<file path="src/rtl/uart_brk_tx_pkg.sv">
package uart_brk_tx_pkg;

   typedef enum logic [2:0] {
      ST_IDLE  = 3'd0,
      ST_PRE   = 3'd1,
      ST_DATA  = 3'd2,
      ST_BRK   = 3'd3,
      ST_BSTOP = 3'd4
   } tx_state_e;

endpackage

</file>
<file path="src/rtl/utx_brk_queue.sv">
module utx_brk_queue (
   input  logic clk,
   input  logic rst_n,
   input  logic req,
   input  logic take,
   output logic pending
);

   logic req_d;
   logic queued;
   logic req_rise;

   assign req_rise = req & ~req_d;
   assign pending  = queued | req;

   always_ff @(posedge clk or negedge rst_n) begin
      if (!rst_n) begin
         req_d  <= 1'b0;
         queued <= 1'b0;
      end else begin
         req_d  <= req;
         queued <= (queued | req_rise) & ~take;
      end
   end


   rise_queued_chk: assert property (@(posedge clk) disable iff (!rst_n)
      (req_rise && !take) |=> pending);

endmodule

</file>
<file path="src/rtl/utx_hold_reg.sv">
module utx_hold_reg #(
   parameter int WIDTH = 8
) (
   input  logic             clk,
   input  logic             rst_n,
   input  logic             wr_en,
   input  logic [WIDTH-1:0] wr_data,
   input  logic             load,
   output logic [WIDTH-1:0] data_out,
   output logic             empty
);

   always_ff @(posedge clk or negedge rst_n) begin
      if (!rst_n) begin
         data_out <= '0;
         empty    <= 1'b1;
      end else if (wr_en) begin
         data_out <= wr_data;
         empty    <= 1'b0;
      end else if (load) begin
         empty    <= 1'b1;
      end
   end


   load_full_chk: assert property (@(posedge clk) disable iff (!rst_n)
      load |-> !empty);


   empty_rise_chk: assert property (@(posedge clk) disable iff (!rst_n)
      $rose(empty) |-> $past(load));

endmodule

</file>
<file path="src/rtl/utx_shifter.sv">
module utx_shifter #(
   parameter int FRAME_BITS = 10,
   localparam int CW        = $clog2(FRAME_BITS)
) (
   input  logic                  clk,
   input  logic                  rst_n,
   input  logic                  tick,
   input  logic                  load,
   input  logic [FRAME_BITS-1:0] frame_in,
   input  logic [CW-1:0]         last_idx,
   output logic                  txd,
   output logic                  at_end
);

   logic [FRAME_BITS-1:0] sh;
   logic [CW-1:0]         cnt;
   logic [CW-1:0]         len_q;

   always_ff @(posedge clk or negedge rst_n) begin
      if (!rst_n) begin
         sh    <= '1;
         cnt   <= '0;
         len_q <= '0;
      end else if (load) begin
         sh    <= frame_in;
         cnt   <= '0;
         len_q <= last_idx;
      end else if (tick) begin
         sh    <= {1'b1, sh[FRAME_BITS-1:1]};
         cnt   <= cnt + 1'b1;
      end
   end

   assign txd    = sh[0];
   assign at_end = (cnt == len_q);


   hold_between_ticks_chk: assert property (@(posedge clk) disable iff (!rst_n)
      (!tick && !load) |=> $stable(txd));

endmodule

</file>
<file path="src/rtl/uart_brk_tx.sv">
module uart_brk_tx #(
   parameter int DATA_BITS = 8,
   parameter bit LSB_FIRST = 1'b1
) (
   input  logic                 clk,
   input  logic                 rst_n,
   input  logic                 baud_tick,
   input  logic                 wr_en,
   input  logic [DATA_BITS-1:0] wr_data,
   input  logic                 xmit_en,
   input  logic                 send_brk,
   output logic                 txd,
   output logic                 hold_empty,
   output logic                 xmit_done
);
   import uart_brk_tx_pkg::*;

   localparam int FRAME_BITS = DATA_BITS + 2;
   localparam int CW         = $clog2(FRAME_BITS);
   localparam logic [CW-1:0] LAST_FULL = CW'(FRAME_BITS - 1);
   localparam logic [CW-1:0] LAST_ONE  = '0;

   generate
      if (DATA_BITS < 5 || DATA_BITS > 9) begin : g_bad_width
         $error("uart_brk_tx: DATA_BITS must lie between 5 and 9");
      end
   endgenerate

   tx_state_e             state, nxt_state;
   logic [DATA_BITS-1:0]  hold_data;
   logic [DATA_BITS-1:0]  ordered;
   logic [FRAME_BITS-1:0] frame_sel;
   logic [CW-1:0]         len_sel;
   logic                  at_end;
   logic                  boundary;
   logic                  sh_load;
   logic                  take_brk;
   logic                  take_pre;
   logic                  ld_data;
   logic                  brk_pend;
   logic                  en_d;
   logic                  pre_q;

   // bit order of the data field
   generate
      if (LSB_FIRST) begin : g_lsb
         assign ordered = hold_data;
      end else begin : g_msb
         for (genvar i = 0; i < DATA_BITS; i++) begin : g_rev
            assign ordered[i] = hold_data[DATA_BITS-1-i];
         end
      end
   endgenerate

   utx_hold_reg #(.WIDTH(DATA_BITS)) i_hold (
      .clk      (clk),
      .rst_n    (rst_n),
      .wr_en    (wr_en),
      .wr_data  (wr_data),
      .load     (ld_data),
      .data_out (hold_data),
      .empty    (hold_empty)
   );

   utx_brk_queue i_brkq (
      .clk     (clk),
      .rst_n   (rst_n),
      .req     (send_brk),
      .take    (take_brk),
      .pending (brk_pend)
   );

   utx_shifter #(.FRAME_BITS(FRAME_BITS)) i_shift (
      .clk      (clk),
      .rst_n    (rst_n),
      .tick     (baud_tick),
      .load     (sh_load),
      .frame_in (frame_sel),
      .last_idx (len_sel),
      .txd      (txd),
      .at_end   (at_end)
   );

   // preamble request on enable rise
   always_ff @(posedge clk or negedge rst_n) begin
      if (!rst_n) begin
         en_d  <= 1'b0;
         pre_q <= 1'b0;
      end else begin
         en_d  <= xmit_en;
         pre_q <= (pre_q | (xmit_en & ~en_d)) & ~take_pre;
      end
   end

   assign boundary = baud_tick && ((state == ST_IDLE) || at_end);

   // choice of next character at a boundary
   always_comb begin
      nxt_state = state;
      sh_load   = 1'b0;
      frame_sel = '1;
      len_sel   = LAST_FULL;
      take_brk  = 1'b0;
      take_pre  = 1'b0;
      ld_data   = 1'b0;
      if (boundary) begin
         if (!xmit_en) begin
            nxt_state = ST_IDLE;
         end else if (pre_q) begin
            nxt_state = ST_PRE;
            sh_load   = 1'b1;
            take_pre  = 1'b1;
         end else if (brk_pend) begin
            nxt_state = ST_BRK;
            sh_load   = 1'b1;
            frame_sel = '0;
            take_brk  = 1'b1;
         end else if (state == ST_BRK) begin
            nxt_state = ST_BSTOP;
            sh_load   = 1'b1;
            len_sel   = LAST_ONE;
         end else if (!hold_empty) begin
            nxt_state = ST_DATA;
            sh_load   = 1'b1;
            ld_data   = 1'b1;
            frame_sel = {1'b1, ordered, 1'b0};
         end else begin
            nxt_state = ST_IDLE;
         end
      end
   end

   always_ff @(posedge clk or negedge rst_n) begin
      if (!rst_n) state <= ST_IDLE;
      else        state <= nxt_state;
   end

   assign xmit_done = (state == ST_IDLE);


   idle_line_high_chk: assert property (@(posedge clk) disable iff (!rst_n)
      xmit_done |-> txd);


   done_on_tick_chk: assert property (@(posedge clk) disable iff (!rst_n)
      $rose(xmit_done) |-> $past(baud_tick));


   pre_high_chk: assert property (@(posedge clk) disable iff (!rst_n)
      (state == ST_PRE) |-> txd);


   brk_low_chk: assert property (@(posedge clk) disable iff (!rst_n)
      (state == ST_BRK) |-> !txd);


   brk_then_stop_chk: assert property (@(posedge clk) disable iff (!rst_n)
      (state == ST_DATA) |-> ($past(state) != ST_BRK));


   off_no_start_chk: assert property (@(posedge clk) disable iff (!rst_n)
      (!xmit_en && xmit_done) |=> xmit_done);

endmodule

</file>
<file path="config.mk">
export PLATFORM = sky130hd
export DESIGN_NAME = uart_brk_tx
export DESIGN_NICKNAME = d
export VERILOG_FILES = /design/src/rtl/uart_brk_tx_pkg.sv /design/src/rtl/utx_brk_queue.sv /design/src/rtl/utx_hold_reg.sv /design/src/rtl/utx_shifter.sv /design/src/rtl/uart_brk_tx.sv
export SDC_FILE = /design/constraint.sdc
export NUM_CORES = 1
export LEC_CHECK = 0
export CORE_MARGIN = 2
export CORE_UTILIZATION = 56
export CTS_CLUSTER_DIAMETER = 30
export CTS_CLUSTER_SIZE = 40
export DETAILED_ROUTE_END_ITERATION = 16
export GPL_TIMING_DRIVEN = 0
export PLACE_DENSITY = 0.86
export SLEW_MARGIN = 10
export SYNTH_ARGS = -nofsm -noshare
export SYNTH_HDL_FRONTEND = slang
export SYNTH_HIERARCHICAL = 1
export SYNTH_SLANG_ARGS = --single-unit
</file>
<file path="constraint.sdc">
create_clock -name clk -period 2.7 [get_ports clk]
set_input_delay 0.54 -clock clk [delete_from_list [all_inputs] [get_ports clk]]
set_output_delay 0.54 -clock clk [all_outputs]
set_load 0.01 [all_outputs]
</file>
-- Word-level counts from Yosys, hierarchy flattened
Index checks and enable logic that the tools add are counted.
- equality and inequality tests: 2
- mux-type cells: 40
- bitwise gates (word level): 11
- $add $sub $neg: 1
- reduce and logical (&&, ||, !) cells: 5
- operators by type and width (cell ; count):
    $mux W10 ; 6
    $mux W4 ; 7
    $mux W1 ; 20
    $mux W9 ; 2
    $mux W3 ; 4
    $add A4 B1 Y4 const B ; 1
    $and A1 B1 Y1 ; 4
    $eq A4 B4 Y1 ; 1
    $not A1 Y1 ; 4
    $reduce_bool A2 Y1 ; 2
    $eq A3 B2 Y1 const B ; 1
    $logic_not A3 Y1 ; 1
    $or A1 B1 Y1 ; 3
    $mux W2 ; 1
    $logic_and A1 B1 Y1 ; 1
    $logic_or A1 B1 Y1 ; 1
- word-level logic and storage cells: 69
- register bits after elaboration: 34
- input bits: 14
- output and inout bits: 3

-- Logic depth before layout (Yosys ltp)
- word-level depth: 8
- gate-level depth with buffers: 8
- mapped depth without buffers: 6

-- Hierarchy
The synthesis kept the hierarchy.
- by module, submodules not included (module ; area an instance (µm²) ; cells each ; seq. area each (µm²) ; instances):
    utx_shifter ; 870.8 ; 74 ; 462.9 ; 1
    uart_brk_tx ; 422.9 ; 49 ; 125.1 ; 1
    utx_hold_reg ; 367.9 ; 19 ; 226.5 ; 1
    utx_brk_queue ; 75.1 ; 6 ; 50.0 ; 1

-- Worst setup path before layout
No wires, ideal clock.
- path type: reg2reg
- from: reg i_shift.cnt[0]
- to: reg i_shift.len_q[0]
- setup time: 0.125 ns
- period minus slack after synthesis: 2.228 ns
- setup slack: 0.472 ns
- arrival: 2.103 ns
- buffers on the path: 1
- required time: 2.575 ns
- cell stages (with the launch flop): 7
- path through: dfrtp_1 > xor2_1 > nor4_1 > o211ai_4 > a31oi_1 > buf_2 > mux2_2
- word-level cells in the longest chain between the ends: 4
- elaborated cells between the ends (all ways): 5
- those cells by class: eq/ne: 1; mux: 2; reduce/logical: 2
- ends and longest elaborated chain (item ; RTL line ; RTL):
    start, declared ; utx_shifter.sv:16 ; logic [CW-1:0] cnt;
    start signal, assigned ; utx_shifter.sv:30 ; cnt <= cnt + 1'b1;
    $eq A4 B4 Y1 ; utx_shifter.sv:35 ; assign at_end = (cnt == len_q);
    via at_end ; uart_brk_tx.sv:34 ; logic at_end;
    $logic_or A1 B1 Y1 ; uart_brk_tx.sv:95 ; assign boundary = baud_tick && ((state == ST_IDLE) || at_end);
    $logic_and A1 B1 Y1 ; uart_brk_tx.sv:95 ;
    $mux W1 ; uart_brk_tx.sv:106 ; if (boundary) begin
    via sh_load ; uart_brk_tx.sv:36 ; logic sh_load;
    end signal, assigned ; utx_shifter.sv:27 ; len_q <= last_idx;
    end, declared ; utx_shifter.sv:17 ; logic [CW-1:0] len_q;
The timed path passes the listed nets, and every way through them passes these cells.
A chain may end at the register's enable or synchronous reset.

-- Final worst setup path
- from: reg i_shift.cnt[0]
- to: reg i_shift.cnt[3]
- word-level cells in the longest chain between the ends: 5
- elaborated cells between the ends (all ways): 8
- those cells by class: add/sub: 1; eq/ne: 1; mux: 3; reduce/logical: 3
- ends and longest elaborated chain (item ; RTL line):
    $eq A4 B4 Y1 * ; utx_shifter.sv:35
    via at_end ; uart_brk_tx.sv:34
    $logic_or A1 B1 Y1 * ; uart_brk_tx.sv:95
    $logic_and A1 B1 Y1 * ; uart_brk_tx.sv:95
    $mux W1 * ; uart_brk_tx.sv:106
    via sh_load ; uart_brk_tx.sv:36
    $mux W4 or $reduce_bool A2 Y1 (tied branches) ; n/a
Mark *: on every way through the listed nets, which the timed path passes. The rest lies on a longest branch. The select of a mux whose other input is x is not followed.

==> results.py <==
metrics = {
    "clock_tree": {
        "clkTransAtPathRegs_ns": 0.11,
        "numCtsBuffers": 5,
        "worst_skew_pair_later_pin_latency_ns": 0.35,
        "clkSinkCount": 34,
        "tritoncts": "yes",
        "post_cts.repair.setup_buffers": 0,
        "clock_tree.buffer_depth": 2,
        "clock_tree.htree_level_count": 2,
        "cts_resized": 0,
        "cts.hold.buffers_added": 0,
        "cts-root-buf": "sky130_fd_sc_hd__clkbuf_4",
    },
    "yosys": {
        "synth.yosys.warnings": 6,
        "yosysTopAreaCellShare_pct": 33.1,
        "yosys-top-cells-count": "sky130_fd_sc_hd__dfrtp_1, sky130_fd_sc_hd__nand2_1, sky130_fd_sc_hd__dfstp_2, sky130_fd_sc_hd__mux2i_1, sky130_fd_sc_hd__o21ai_0",
        "synth_area_sq_mm": 0.00174,
        "ys_top_cells_by_area": "sky130_fd_sc_hd__dfrtp_1, sky130_fd_sc_hd__dfstp_2, sky130_fd_sc_hd__mux2_4",
        "synth-async-reset-ratio_pct": 100,
        "post_synth_inst_count": 148,
        "register_area_share_after_synthesis_pct": 49.8,
        "syn-mean-instance-area_sq_um": 11.7,
        "most_instantiated_flip_flop_cell_in_the_synthesis_netlist": "sky130_fd_sc_hd__dfrtp_1",
        "postSynthRegisterBits": 34,
        "post_synth_num_cell_types": 42,
        "synth_edf_count": 0,
        "yosys.area.top_type": "sky130_fd_sc_hd__dfrtp_1",
        "synthMostInstantiatedCell": "sky130_fd_sc_hd__dfrtp_1",
    },
    "floorplanning": {
        "start_util_pct": 57.8,
        "fp.coreArea_sq_mm": 0.00300,
        "fp.dieH_microns": 59.7,
        "io_pins": 17,
        "floorplan.die_area_sq_mm": 0.00356,
        "placement_rows": 20,
        "die_x_microns": 59.7,
    },
    "power": {
        "peakVddDrop_v": 0.000561,
        "cellPowerDensity_mw_per_mm2": 873,
        "total_leakage_power_nw": 0.838,
    },
    "timing": {
        "fin_worst_hold_slack_ns": 0.247,
        "worst_slew_pin_slew_ns": 0.736,
        "fin_crit_sh_pct": 89.2,
        "finClkSkew_ns": 0.0161,
        "slew_viol_final": 0,
        "timing.slew.headroom_pct": 51.0,
        "max_clock_freq_mhz": 415,
        "report.final.setup_viol": 0,
        "fin_tns_setup_ns": 0,
        "setup_repair_after_global_routing_missed_its_margin": "false",
        "finalHoldViolCount": 0,
        "layout_min_cycle_time_ns": 2.41,
    },
    "critical_path": {
        "worstReg2RegStart": "i_shift/cnt[0]$_DFFE_PN0P_",
        "required_time_of_the_critical_path_ns": 2.92,
        "worst-path-max-fanout": 10,
        "setup.worst_path.class": "flop to flop",
        "critical_path.max_stage_delay_ns": 0.58,
        "path_buf_inv": 1,
        "timing.critical_path.cells": "xor2_1 > nor4_2 > o211ai_4 > a31oi_1 > buf_2 > nor2b_1 > mux2_1",
        "worst-r2r-setup-slack_ns": 0.29,
        "cp.arrival_ns": 2.63,
        "worst_r2r_path_cells": 7,
        "timing.critical_path.slowest_stage_cell": "sky130_fd_sc_hd__nor4_2",
        "setup.worst_path.end_class": "flop",
        "critPathLaunchType": "flop",
        "cpLargestDelayFamily": "simple AND/OR/NAND/NOR gates",
        "capturing_point_of_the_worst_reg2reg_path": "i_shift/cnt[3]$_DFFE_PN0P_",
    },
    "place": {
        "dpl.cell_count": 197,
        "gpl.final_weighted_congestion": 0.737,
        "detailed_place_hpwl_microns": 2250,
        "placement.io_buffers": 15,
    },
    "global_route": {
        "grt_overflow": 0,
        "grt_start_max_net_pins": 35,
        "first_global_vias": 1226,
        "antenna_found_initial": 0,
        "groute.usage.overall_pct": 21.7,
        "global_route_wire_length_before_repair_microns": 5580,
    },
    "drt": {
        "detail_route.wl_per_cell_microns": 15.6,
        "post-route-drc-count": 0,
        "detailroute.via_count": 1176,
        "drt-pass1-iter-count": 4,
        "vias_per_cell": 5.74,
        "first_iter_violations": 44,
        "detail_route.wirelength_microns": 3190,
        "detail-route-antenna-nets": 0,
    },
    "cells_and_area": {
        "fill_cells": 232,
        "n_antenna_cell": 0,
        "multi_input_comb_area_sq_um": 801,
        "synthToLayoutAreaGrowth_pct": 16.2,
        "ratio_of_cells_with_drive_above_1_in_the_final_layout_pct": 27.3,
        "layout.nets": 186,
        "register_area_sq_um": 865,
        "finalNonFillerCells": 205,
    },
    "hold_path": {
        "class_of_the_tightest_hold_or_removal_check": "primary input to asynchronous set/reset pin",
    },
    "job": {
        "max-cap-violations": 0,
    },
    "run_status": {
        "outcome": "finished, final reports clean",
    },
}
-- placed cells by master (no fill, tap or decap), types with 2 or more instances in the layout --
cell type	count
sky130_fd_sc_hd__conb_1	2
sky130_fd_sc_hd__xor2_1	4
sky130_fd_sc_hd__mux2_4	8
sky130_fd_sc_hd__mux2i_1	11
sky130_fd_sc_hd__nand2b_1	9
sky130_fd_sc_hd__o2bb2ai_1	2
sky130_fd_sc_hd__buf_6	2
sky130_fd_sc_hd__o21ai_0	11
sky130_fd_sc_hd__nand2_1	15
sky130_fd_sc_hd__clkbuf_4	5
sky130_fd_sc_hd__nand3b_1	2
sky130_fd_sc_hd__inv_1	3
sky130_fd_sc_hd__mux2_2	4
sky130_fd_sc_hd__buf_2	2
sky130_fd_sc_hd__nor2_1	5
sky130_fd_sc_hd__buf_4	2
sky130_fd_sc_hd__nand3_1	8
sky130_fd_sc_hd__clkbuf_1	3
sky130_fd_sc_hd__dfrtp_1	23
sky130_fd_sc_hd__dfstp_2	11
sky130_fd_sc_hd__a21oi_2	2
sky130_fd_sc_hd__clkdlybuf4s50_1	14
-- final cells by class --
type | instances | area share (%)
clock inverter | 1 | 1.49
inverter | 3 | 0.558
clock buffer | 7 | 2.73
multi-input combinational | 104 | 39.7
tap | 33 | 2.05
sequential | 34 | 42.8
buffer | 8 | 3.47
timing repair buffer | 15 | 7.19
-- through the flow --
stage	power [mW]	setup WS, ns	cell area (sq um)	util (%)
global route	1.87	0.176	2020	67.2
floorplan	1.20	0.472	1740	-
global placement	1.32	0.180	1930	64.3
detailed placement	1.37	0.106	1930	64.2
CTS	1.77	0.00924	2010	67.0
finish	1.76	0.291	2020	67.2
-- routing by layer --
| metal | wire length, microns | part of all wire (%) | vias to the layer above | GRT usage, % |
|---|---|---|---|---|
| li1 | - | - | 555 | - |
| met1 | 1340 | 42 | 569 | 26.0 |
| met2 | 1570 | 49 | 39 | 34.5 |
| met3 | 177 | 5.5 | 13 | 6.93 |
| met4 | 101 | 3.2 | 0 | 12.1 |
| met5 | 0 | 0 | - | 0 |
-- where the power goes --
part,switching [mW],internal [mW],leakage (nW)
combinational,0.253,0.271,0.409
clock,0.172,0.221,0.0455
sequential,0.129,0.716,0.384
total,0.554,1.21,0.838
-- state kept, by name, indices dropped and copies added (netlist names) --
signal,count
en_d,1
i_shift/cnt,4
i_brkq/queued,1
i_hold/empty,1
i_shift/sh,10
state,3
i_brkq/req_d,1
i_hold/data_out,8
i_shift/len_q,4
pre_q,1
-- how the worst max path moves through the flow --
| stage | from | endpoint | slack [ns] | depth (start not counted) |
|---|---|---|---|---|
| finish | i_shift/cnt[0]$_DFFE_PN0P_ | i_shift/cnt[3]$_DFFE_PN0P_ | 0.29 | 7 |
| global route | i_shift/cnt[0]$_DFFE_PN0P_ | i_shift/sh[4]$_DFFE_PN1P_ | 0.18 | 8 |
| CTS | i_shift/cnt[0]$_DFFE_PN0P_ | i_shift/cnt[3]$_DFFE_PN0P_ | 0.009 | 7 |
| detailed placement | i_shift/cnt[0]$_DFFE_PN0P_ | i_shift/cnt[3]$_DFFE_PN0P_ | 0.11 | 7 |
| global placement | i_shift/cnt[0]$_DFFE_PN0P_ | i_shift/cnt[3]$_DFFE_PN0P_ | 0.18 | 7 |
| floorplan | i_shift/cnt[0]$_DFFE_PN0P_ | i_shift/len_q[0]$_DFFE_PN0P_ | 0.47 | 6 |
-- logic make-up after synthesis --
group | share of synthesized area (%)
compound gates | 10.3
flops | 49.8
fa+ha+maj | 0.720
other cells | 0.216
simple gates | 15.3
xor+xnor | 2.52
buf+inv | 4.68
mux | 16.5
Note: power is estimated with default switching activity, not from simulation.
